## src/rtl/vmul_pkg.sv

```systemverilog
package vmul_pkg;
  typedef enum logic [2:0] {
    OP_LANE = 3'd0,
    OP_BC1  = 3'd1,
    OP_BC0  = 3'd2,
    OP_HI8  = 3'd3,
    OP_LO8  = 3'd4,
    OP_DHI8 = 3'd5,
    OP_DLO8 = 3'd6,
    OP_NONE = 3'd7
  } vmul_op_e;

  function automatic logic is_dual(input logic [2:0] op);
    return (op == OP_DHI8) || (op == OP_DLO8);
  endfunction
endpackage

```

## src/rtl/vmul_operand_sel.sv

```systemverilog
module vmul_operand_sel
  import vmul_pkg::*;
#(
  parameter int NUM_LANES = 4,
  parameter int LANE_W    = 16,
  localparam int PIX_W    = LANE_W / 2,
  localparam int DATA_W   = NUM_LANES * LANE_W
) (
  input  logic [2:0]                         op_i,
  input  logic [DATA_W-1:0]                  a_i,
  input  logic [DATA_W-1:0]                  b_i,
  output logic [NUM_LANES-1:0][LANE_W-1:0]   scale_o,
  output logic [NUM_LANES-1:0][PIX_W:0]      pix_o
);
  for (genvar r = 0; r < NUM_LANES; r++) begin : g_lane
    logic [LANE_W-1:0] b_lane, a_lane;
    logic [PIX_W-1:0]  a_byte;
    assign b_lane = b_i[r*LANE_W +: LANE_W];
    assign a_lane = a_i[r*LANE_W +: LANE_W];
    assign a_byte = a_i[r*PIX_W +: PIX_W];

    always_comb begin
      scale_o[r] = '0;
      pix_o[r]   = '0;
      unique case (op_i)
        OP_LANE: begin
          scale_o[r] = b_lane;
          pix_o[r]   = {1'b0, a_byte};
        end
        OP_BC1: begin
          scale_o[r] = b_i[LANE_W +: LANE_W];
          pix_o[r]   = {1'b0, a_byte};
        end
        OP_BC0: begin
          scale_o[r] = b_i[0 +: LANE_W];
          pix_o[r]   = {1'b0, a_byte};
        end
        OP_HI8, OP_DHI8: begin
          scale_o[r] = b_lane;
          pix_o[r]   = {a_lane[LANE_W-1], a_lane[LANE_W-1 -: PIX_W]};
        end
        OP_LO8, OP_DLO8: begin
          scale_o[r] = b_lane;
          pix_o[r]   = {1'b0, a_lane[PIX_W-1:0]};
        end
        default: ;
      endcase
    end
  end
endmodule

```

## src/rtl/vmul_lane.sv

```systemverilog
module vmul_lane #(
  parameter int LANE_W   = 16,
  localparam int PIX_W   = LANE_W / 2,
  localparam int PROD_W  = 2 * LANE_W
) (
  input  logic [LANE_W-1:0] scale_i,
  input  logic [PIX_W:0]    pix_i,
  output logic [PROD_W-1:0] rnd_o
);
  logic signed [PROD_W-1:0] scale_x, pix_x, prod;
  logic [PROD_W-1:0]        bias;

  assign scale_x = {{(PROD_W-LANE_W){scale_i[LANE_W-1]}}, scale_i};
  assign pix_x   = {{(PROD_W-PIX_W-1){pix_i[PIX_W]}}, pix_i};
  assign prod    = scale_x * pix_x;
  // low byte above half -> bias into bit PIX_W
  assign bias    = {{(PROD_W-PIX_W-1){1'b0}}, prod[PIX_W-1], {PIX_W{1'b0}}};
  assign rnd_o   = prod + bias;
endmodule

```

## src/rtl/vmul_pack.sv

```systemverilog
module vmul_pack
  import vmul_pkg::*;
#(
  parameter int NUM_LANES = 4,
  parameter int LANE_W    = 16,
  localparam int PIX_W    = LANE_W / 2,
  localparam int PROD_W   = 2 * LANE_W,
  localparam int DATA_W   = NUM_LANES * LANE_W,
  localparam int DUAL_N   = NUM_LANES / 2
) (
  input  logic [2:0]                         op_i,
  input  logic [NUM_LANES-1:0][PROD_W-1:0]   rnd_i,
  output logic [DATA_W-1:0]                  res_o
);
  logic [DATA_W-1:0] narrow, wide;

  for (genvar r = 0; r < NUM_LANES; r++) begin : g_narrow
    assign narrow[r*LANE_W +: LANE_W] = rnd_i[r][PIX_W +: LANE_W];
  end
  for (genvar r = 0; r < DUAL_N; r++) begin : g_wide
    assign wide[r*PROD_W +: PROD_W] = rnd_i[r];
  end
  if (DUAL_N * PROD_W < DATA_W) begin : g_wide_pad
    assign wide[DATA_W-1:DUAL_N*PROD_W] = '0;
  end

  always_comb begin
    if (op_i == OP_NONE)   res_o = '0;
    else if (is_dual(op_i)) res_o = wide;
    else                   res_o = narrow;
  end
endmodule

```

## src/rtl/vmul8x16.sv

```systemverilog
module vmul8x16 #(
  parameter int NUM_LANES = 4,
  parameter int LANE_W    = 16,
  localparam int PIX_W    = LANE_W / 2,
  localparam int PROD_W   = 2 * LANE_W,
  localparam int DATA_W   = NUM_LANES * LANE_W
) (
  input  logic              clk_i,
  input  logic              rst_ni,
  input  logic              valid_i,
  input  logic [2:0]        op_i,
  input  logic [DATA_W-1:0] a_i,
  input  logic [DATA_W-1:0] b_i,
  output logic              valid_o,
  output logic [DATA_W-1:0] res_o
);
  logic [NUM_LANES-1:0][LANE_W-1:0] scale;
  logic [NUM_LANES-1:0][PIX_W:0]    pix;
  logic [NUM_LANES-1:0][PROD_W-1:0] rnd;
  logic [DATA_W-1:0]                res_d;

  vmul_operand_sel #(.NUM_LANES(NUM_LANES), .LANE_W(LANE_W)) u_sel (
    .op_i(op_i), .a_i(a_i), .b_i(b_i), .scale_o(scale), .pix_o(pix)
  );

  for (genvar r = 0; r < NUM_LANES; r++) begin : g_mul
    vmul_lane #(.LANE_W(LANE_W)) u_lane (
      .scale_i(scale[r]), .pix_i(pix[r]), .rnd_o(rnd[r])
    );
  end

  vmul_pack #(.NUM_LANES(NUM_LANES), .LANE_W(LANE_W)) u_pack (
    .op_i(op_i), .rnd_i(rnd), .res_o(res_d)
  );

  always_ff @(posedge clk_i or negedge rst_ni) begin
    if (!rst_ni) begin
      valid_o <= 1'b0;
      res_o   <= '0;
    end else begin
      valid_o <= valid_i;
      if (valid_i) res_o <= res_d;
    end
  end
endmodule

```

## config.mk

```make
export PLATFORM = sky130hd
export DESIGN_NAME = vmul8x16
export DESIGN_NICKNAME = d
export VERILOG_FILES = /design/src/rtl/vmul_pkg.sv /design/src/rtl/vmul_operand_sel.sv /design/src/rtl/vmul_lane.sv /design/src/rtl/vmul_pack.sv /design/src/rtl/vmul8x16.sv
export SDC_FILE = /design/constraint.sdc
export NUM_CORES = 2
export LEC_CHECK = 0
export BUFFER_PORTS_ARGS = -buffer_cell sky130_fd_sc_hd__buf_2
export CORE_AREA = 2 2 242 244
export CTS_BUF_LIST = sky130_fd_sc_hd__clkbuf_16
export CTS_CLUSTER_DIAMETER = 30
export DETAILED_ROUTE_END_ITERATION = 6
export DIE_AREA = 0 0 244 246
export PLACE_DENSITY_LB_ADDON = 0.2
export SYNTH_ARGS = -nofsm -noshare
export SYNTH_HDL_FRONTEND = slang
export SYNTH_SLANG_ARGS = --single-unit
```

## constraint.sdc

```tcl
create_clock -name clk_i -period 1 [get_ports clk_i]
set_clock_uncertainty 0.05 [all_clocks]
set_input_delay 0.15 -clock clk_i [delete_from_list [all_inputs] [get_ports clk_i]]
set_output_delay 0.15 -clock clk_i [all_outputs]
set_load 0.05 [all_outputs]
```

Yosys cells after proc, flatten, opt, wreduce, memory -nomap -nowiden
Cells that the tools add are included.
{"block": "word_totals", "regBits": 65, "out_inout_bits": 65}
{"block": "classes", "addsub": 4, "n_mul": 4, "eq_ne": 7, "n_mux": 10, "n_reduce_logical": 9}
{"op": "2-to-1 mux 64 bit", "n": 2}
{"op": "case mux 16 bit (3 select lines)", "n": 2}
{"op": "case mux 9 bit (3 select lines)", "n": 3}
{"op": "adder 32 x 9 -> 32 bit", "n": 2}
{"op": "case mux 16 bit (2 select lines)", "n": 2}
{"op": "multiplier 16 x 9 -> 25 bit", "n": 2}
{"op": "adder 24 x 9 -> 24 bit", "n": 2}
{"op": "multiplier 16 x 9 -> 24 bit", "n": 2}
{"op": "case mux 9 bit (2 select lines)", "n": 1}
{"op": "== test 3 bit (second input constant)", "n": 4}
{"op": "OR reduction 6 bit", "n": 2}
{"op": "OR reduction 5 bit", "n": 2}
{"op": "== test 3 x 2 -> 1 bit (second input constant)", "n": 2}
{"op": "OR reduction 2 bit", "n": 2}
{"op": "== test 3 x 1 -> 1 bit (second input constant)", "n": 1}
{"op": "zero test 3 bit", "n": 1}
{"op": "OR reduction 3 bit", "n": 1}
{"op": "logical OR 1 bit", "n": 1}

Depth between registers and ports, before layout
{"block": "depth", "depth_word": 7, "mapped_depth": 36, "ltp_nobuf": 31}

By module
From an unflattened synthesis, not the netlist that was laid out.
{"block": "hier_totals", "cells_unflattened": 3222, "hier_area_um2": 28950.3}
{"mod": "vmul_lane (g_mul[1].u_lane)", "n_inst": 1, "cells_per_inst": 642, "area_per_inst_um2": 5599.1, "seq_area_each_um2": 0.0}
{"mod": "vmul_lane (g_mul[2].u_lane)", "n_inst": 1, "cells_per_inst": 641, "area_per_inst_um2": 5560.3, "seq_area_each_um2": 0.0}
{"mod": "vmul_lane (g_mul[0].u_lane)", "n_inst": 1, "cells_per_inst": 622, "area_per_inst_um2": 5545.3, "seq_area_each_um2": 0.0}
{"mod": "vmul_lane (g_mul[3].u_lane)", "n_inst": 1, "cells_per_inst": 627, "area_per_inst_um2": 5484.0, "seq_area_each_um2": 0.0}
{"mod": "vmul_operand_sel", "n_inst": 1, "cells_per_inst": 469, "area_per_inst_um2": 3271.9, "seq_area_each_um2": 0.0}
{"mod": "vmul8x16", "n_inst": 1, "cells_per_inst": 136, "area_per_inst_um2": 2703.8, "seq_area_each_um2": 1626.6}
{"mod": "vmul_pack", "n_inst": 1, "cells_per_inst": 85, "area_per_inst_um2": 785.8, "seq_area_each_um2": 0.0}

Worst setup path after synthesis
OpenSTA, ideal clock, no wires.
{"block": "synth_path", "path_type": "input to register", "startpoint": "input port op_i[0]", "endpoint": "register res_o[61]", "setup_ns": 0.070, "arrival_time_ns": 7.700, "required_time_ns": 0.880, "setup_slack_ns": -6.820, "cell_stages": 34, "n_path_buf": 6, "path_cell_list": "buf_6 > buf_2 > clkbuf_1 > and2_1 > clkbuf_1 > clkbuf_1 > nand2_1 > a31oi_1 > clkbuf_1 > nand2_1 > fa_1 > inv_1 > fa_1 > inv_1 > fa_1 > inv_1 > fa_1 > ha_1 > ha_1 > nand4_1 > a211oi_2 > and4_1 > nor2_1 > xnor2_1 > ha_1 > nor2b_1 > and2_1 > a222oi_1 > a21boi_2 > or3b_4 > nor4b_2 > mux2i_1 > or3b_1 > nand3_1"}
{"block": "synth_between", "elab_chain_cells": 7}
{"item": "from (decl)", "line": "vmul8x16.sv:11", "source": "input logic [2:0] op_i,"}
{"item": "== test 3 x 1 -> 1 bit (tied with other cells)", "line": "vmul_operand_sel.sv:25", "source": "unique case (op_i)"}
{"item": "OR reduction 6 bit (no line) (tied with other cells)"}
{"item": "case mux 16 bit (2 select lines) (tied with other cells)", "line": "vmul_operand_sel.sv:25"}
{"item": "multiplier 16 x 9 -> 25 bit / multiplier 16 x 9 -> 24 bit (equally long branches)", "line": "vmul_lane.sv:15", "source": "assign prod = scale_x * pix_x;"}
{"item": "adder 32 x 9 -> 32 bit / adder 24 x 9 -> 24 bit (equally long branches)", "line": "vmul_lane.sv:18", "source": "assign rnd_o = prod + bias;"}
{"item": "2-to-1 mux 64 bit", "line": "vmul_pack.sv:29", "source": "else if (is_dual(op_i)) res_o = wide;"}
{"item": "2-to-1 mux 64 bit (*)", "line": "vmul_pack.sv:28", "source": "if (op_i == OP_NONE) res_o = '0;"}
{"item": "to (signal assigned)", "line": "vmul8x16.sv:42", "source": "if (valid_i) res_o <= res_d;"}
{"item": "to (decl)", "line": "vmul8x16.sv:15", "source": "output logic [DATA_W-1:0] res_o"}
Mark *: on every way between the ends. The rest lies on a longest branch, timed or not.
A chain may end at the register's enable or synchronous reset.

Worst setup path after layout
{"block": "layout_path", "startpoint": "input port op_i[0]", "endpoint": "register res_o[28]"}
{"block": "layout_between", "elab_chain_cells": 7}
{"item": "== test 3 x 1 -> 1 bit (tied with other cells)", "line": "vmul_operand_sel.sv:25"}
{"item": "OR reduction 6 bit (no line) (tied with other cells)"}
{"item": "case mux 16 bit (2 select lines) (tied with other cells)", "line": "vmul_operand_sel.sv:25"}
{"item": "multiplier 16 x 9 -> 25 bit", "line": "vmul_lane.sv:15"}
{"item": "adder 32 x 9 -> 32 bit", "line": "vmul_lane.sv:18"}
{"item": "2-to-1 mux 64 bit", "line": "vmul_pack.sv:29"}
{"item": "2-to-1 mux 64 bit (*)", "line": "vmul_pack.sv:28"}
Marks and branches as above.

==> metrics.md <==
| Metric | Value |
|---|---|
| Status | finished with violations |
| Violated checks | negative setup slack |
| Slowest stage delay, CP | 530 ps |
| Clock Path Buffers | 2 |
| Antenna violations before repair | 4 |
| Fraction of registers with async set/reset | 100% |
| Max Cap Violations | 0 |
| Global-route usage over all layers | 35.5% |
| Antenna Nets Post-Route | 0 |
| Most common cell after layout, fill and taps aside | buf_4 |
| Mean post-synth cell area | 8.46 um2 |
| DR vias/cell | 5.57 |
| Critical path capture point type | flip-flop |
| Die height | 246 um |
| Yosys reg bits | 65 |
| IO buf count | 198 |
| Routed via count | 27,000 |
| Placer Congestion | 1.05 |
| TNS Setup | -349,380 ps |
| CP Launch Type | primary input |
| WP data required | 1170 ps |
| Fmax | 0.149 GHz |
| Synth Net Count | 3,825 |
| Crit path time final | 6710 ps |
| DRT iter0 DRCs | 2,033 |
| Final WL | 110 mm |
| Register area share after synthesis | 6.36% |
| Wire per inst | 22.6 um |
| Initial Util | 44.6% |
| Final instance area | 0.0396 mm2 |
| Nets | 4,888 |
| Yosys cell types | 97 |
| Most frequent cells in the layout | buf_4, fa_1, nor2_1 |
| HP Class | in2reg |
| Mapped Area | 0.0256 mm2 |
| First-pass GRT wire length | 162 mm |
| Final setup fails | 129 |
| Initial DRT Pass Iterations | 6 |
| Core ar. | 0.0574 mm2 |
| DR DRC count | 0 |
| Crit Path Max Fanout | 6 |
| Area leader, netlist | fa_1 |
| CP Class | in2reg |
| Post-place setup slack | -6560 ps |
| Cell Area, Placed | 0.0336 mm2 |
| Crit path DAT | 6880 ps |
| Yosys warns | 0 |
| Largest net degree at the start of global routing | 66 |
| Area contributors post-synth | fa_1, ha_1, dfrtp_1, nor2_1, inv_1 |
| I/O pin cnt | 199 |
| Tcrit/Tclk final | 671% |
| Max-slew violation count | 0 |
| Clk root buf | clkbuf_16 |
| Overall die area | 0.0600 mm2 |
| Dominant synthesized flop cell | dfrtp_1 |
| Final Hold Viols | 0 |
| Post-synth EDFFs | 0 |
| DP HPWL | 89.4 mm |
| Worst slew pin tran | 684 ps |
| Worst skew pair latency | 340 ps |
| Slew Limit Headroom | 53.9% |
| Worst Setup Slack, final | -5710 ps |
| Layout cells sized above 1 | 43.0% |
| CP max stage cell | fa_1 |
| Vias in the first global route | 27,700 |
| Unrepaired setup endpoints after global routing | yes |
| Congestion Overflow GR | 0 |
| Synth top area share | 36.6% |
| Clk sinks | 65 |
| CTS tree | done |
| Cts bufs inserted | 9 |
| Mapped Cells | 3,023 |
| Clk slew on worst S/H paths | 60 ps |
| Row count | 88 |
| Die extent in x | 244 um |
| Most common cell type on the critical path | fa_1 |
| Max H-tree Level | 3 |
| P&R area growth vs syn | 54.7% |
## worst max-delay path: cells and delay by family
family          cells  cell delay [ps]
compound gates      6             1150
xor+xnor            2              370
fa+ha+maj           6             2780
buf+inv            10             1200
simple gates        7             1200
## routing by layer
metal  routed length, um  up-vias  track usage, %
met5                  27        -               0
met4                4840        4            11.0
met3                9280      255            7.08
met2               51100     1183            57.0
met1               44500    13600            48.2
li1                    -    12000               -
## kinds of logic after synthesis
logic type,synth area share [%]
buf+inv,8.00
flops,6.36
mux,0.802
compound gates,14.1
xor+xnor,5.43
simple gates,18.9
fa+ha+maj,46.4
## Yosys cell counts, drive strengths merged (12+ instances only)
cell type	number
nand2	346
fa	468
mux2i	19
dfrtp	65
clkbuf	113
and3	26
o21ai	84
a22o	29
inv	403
a211oi	14
a21o	45
nand3	26
nor3	23
nor2	429
a211o	13
nand2b	78
a21oi	118
a22oi	35
nand4	12
a221oi	14
nor2b	22
nor4	17
o2bb2ai	35
and2	20
xor2	44
buf	19
o22ai	13
ha	200
or2	19
xnor2	110
## through the flow
stage | std cells | hold slack, ps | util, %
floorplan | 3023 | -196 | -
global placement | 4640 | 151 | 58.6
detailed placement | 4640 | 151 | 58.6
CTS | 4789 | 74.4 | 65.6
global route | 4856 | 83.2 | 69.0
finish | 4858 | 81.7 | 69.0
## state kept, by name, indices dropped and copies added (netlist names)
name,cells
res_o,64
valid_o,1
## path summary, 6_finish.rpt
| check | from | to | slack (ps) | cells past startpoint |
|---|---|---|---|---|
| max | op_i[0] | res_o[28] | -5710 | 31 |
| min | valid_i | valid_o | 80 | 2 |
| max reg2reg | res_o[57] | res_o[57] | -90 | 3 |
| min reg2reg | res_o[5] | res_o[5] | 470 | 1 |
| max in group asynchronous | rst_ni | res_o[44] | 270 | 3 |
| min in group asynchronous | rst_ni | res_o[27] | 330 | 3 |
## cell type report
type                            instances  area [um2]
Clock buffer                            9         225
Antenna cell                            3        7.51
Timing Repair Buffer                 1183        9800
Tap cell                              765         957
Sequential cell                        65        1630
Clock inverter                          6        85.1
Inverter                              404        1530
Multi-Input combinational cell       2423       25300
Fill cell                            4478       17800
## repair_timing
item | 4_1_cts | 5_1_grt
hold buffers | 1 | 0
pin swaps | 222 | 244
endpoints found under the setup margin | 129 | 129
gates cloned | 5 | 2
endpoints found under the hold margin | 65 | 0
setup buffers | 137 | 81
resized for setup | 609 | 300
Power is left out: the tool's default activity adds up to more than one toggle a clock period on the data nets, which glitch-free logic cannot reach.
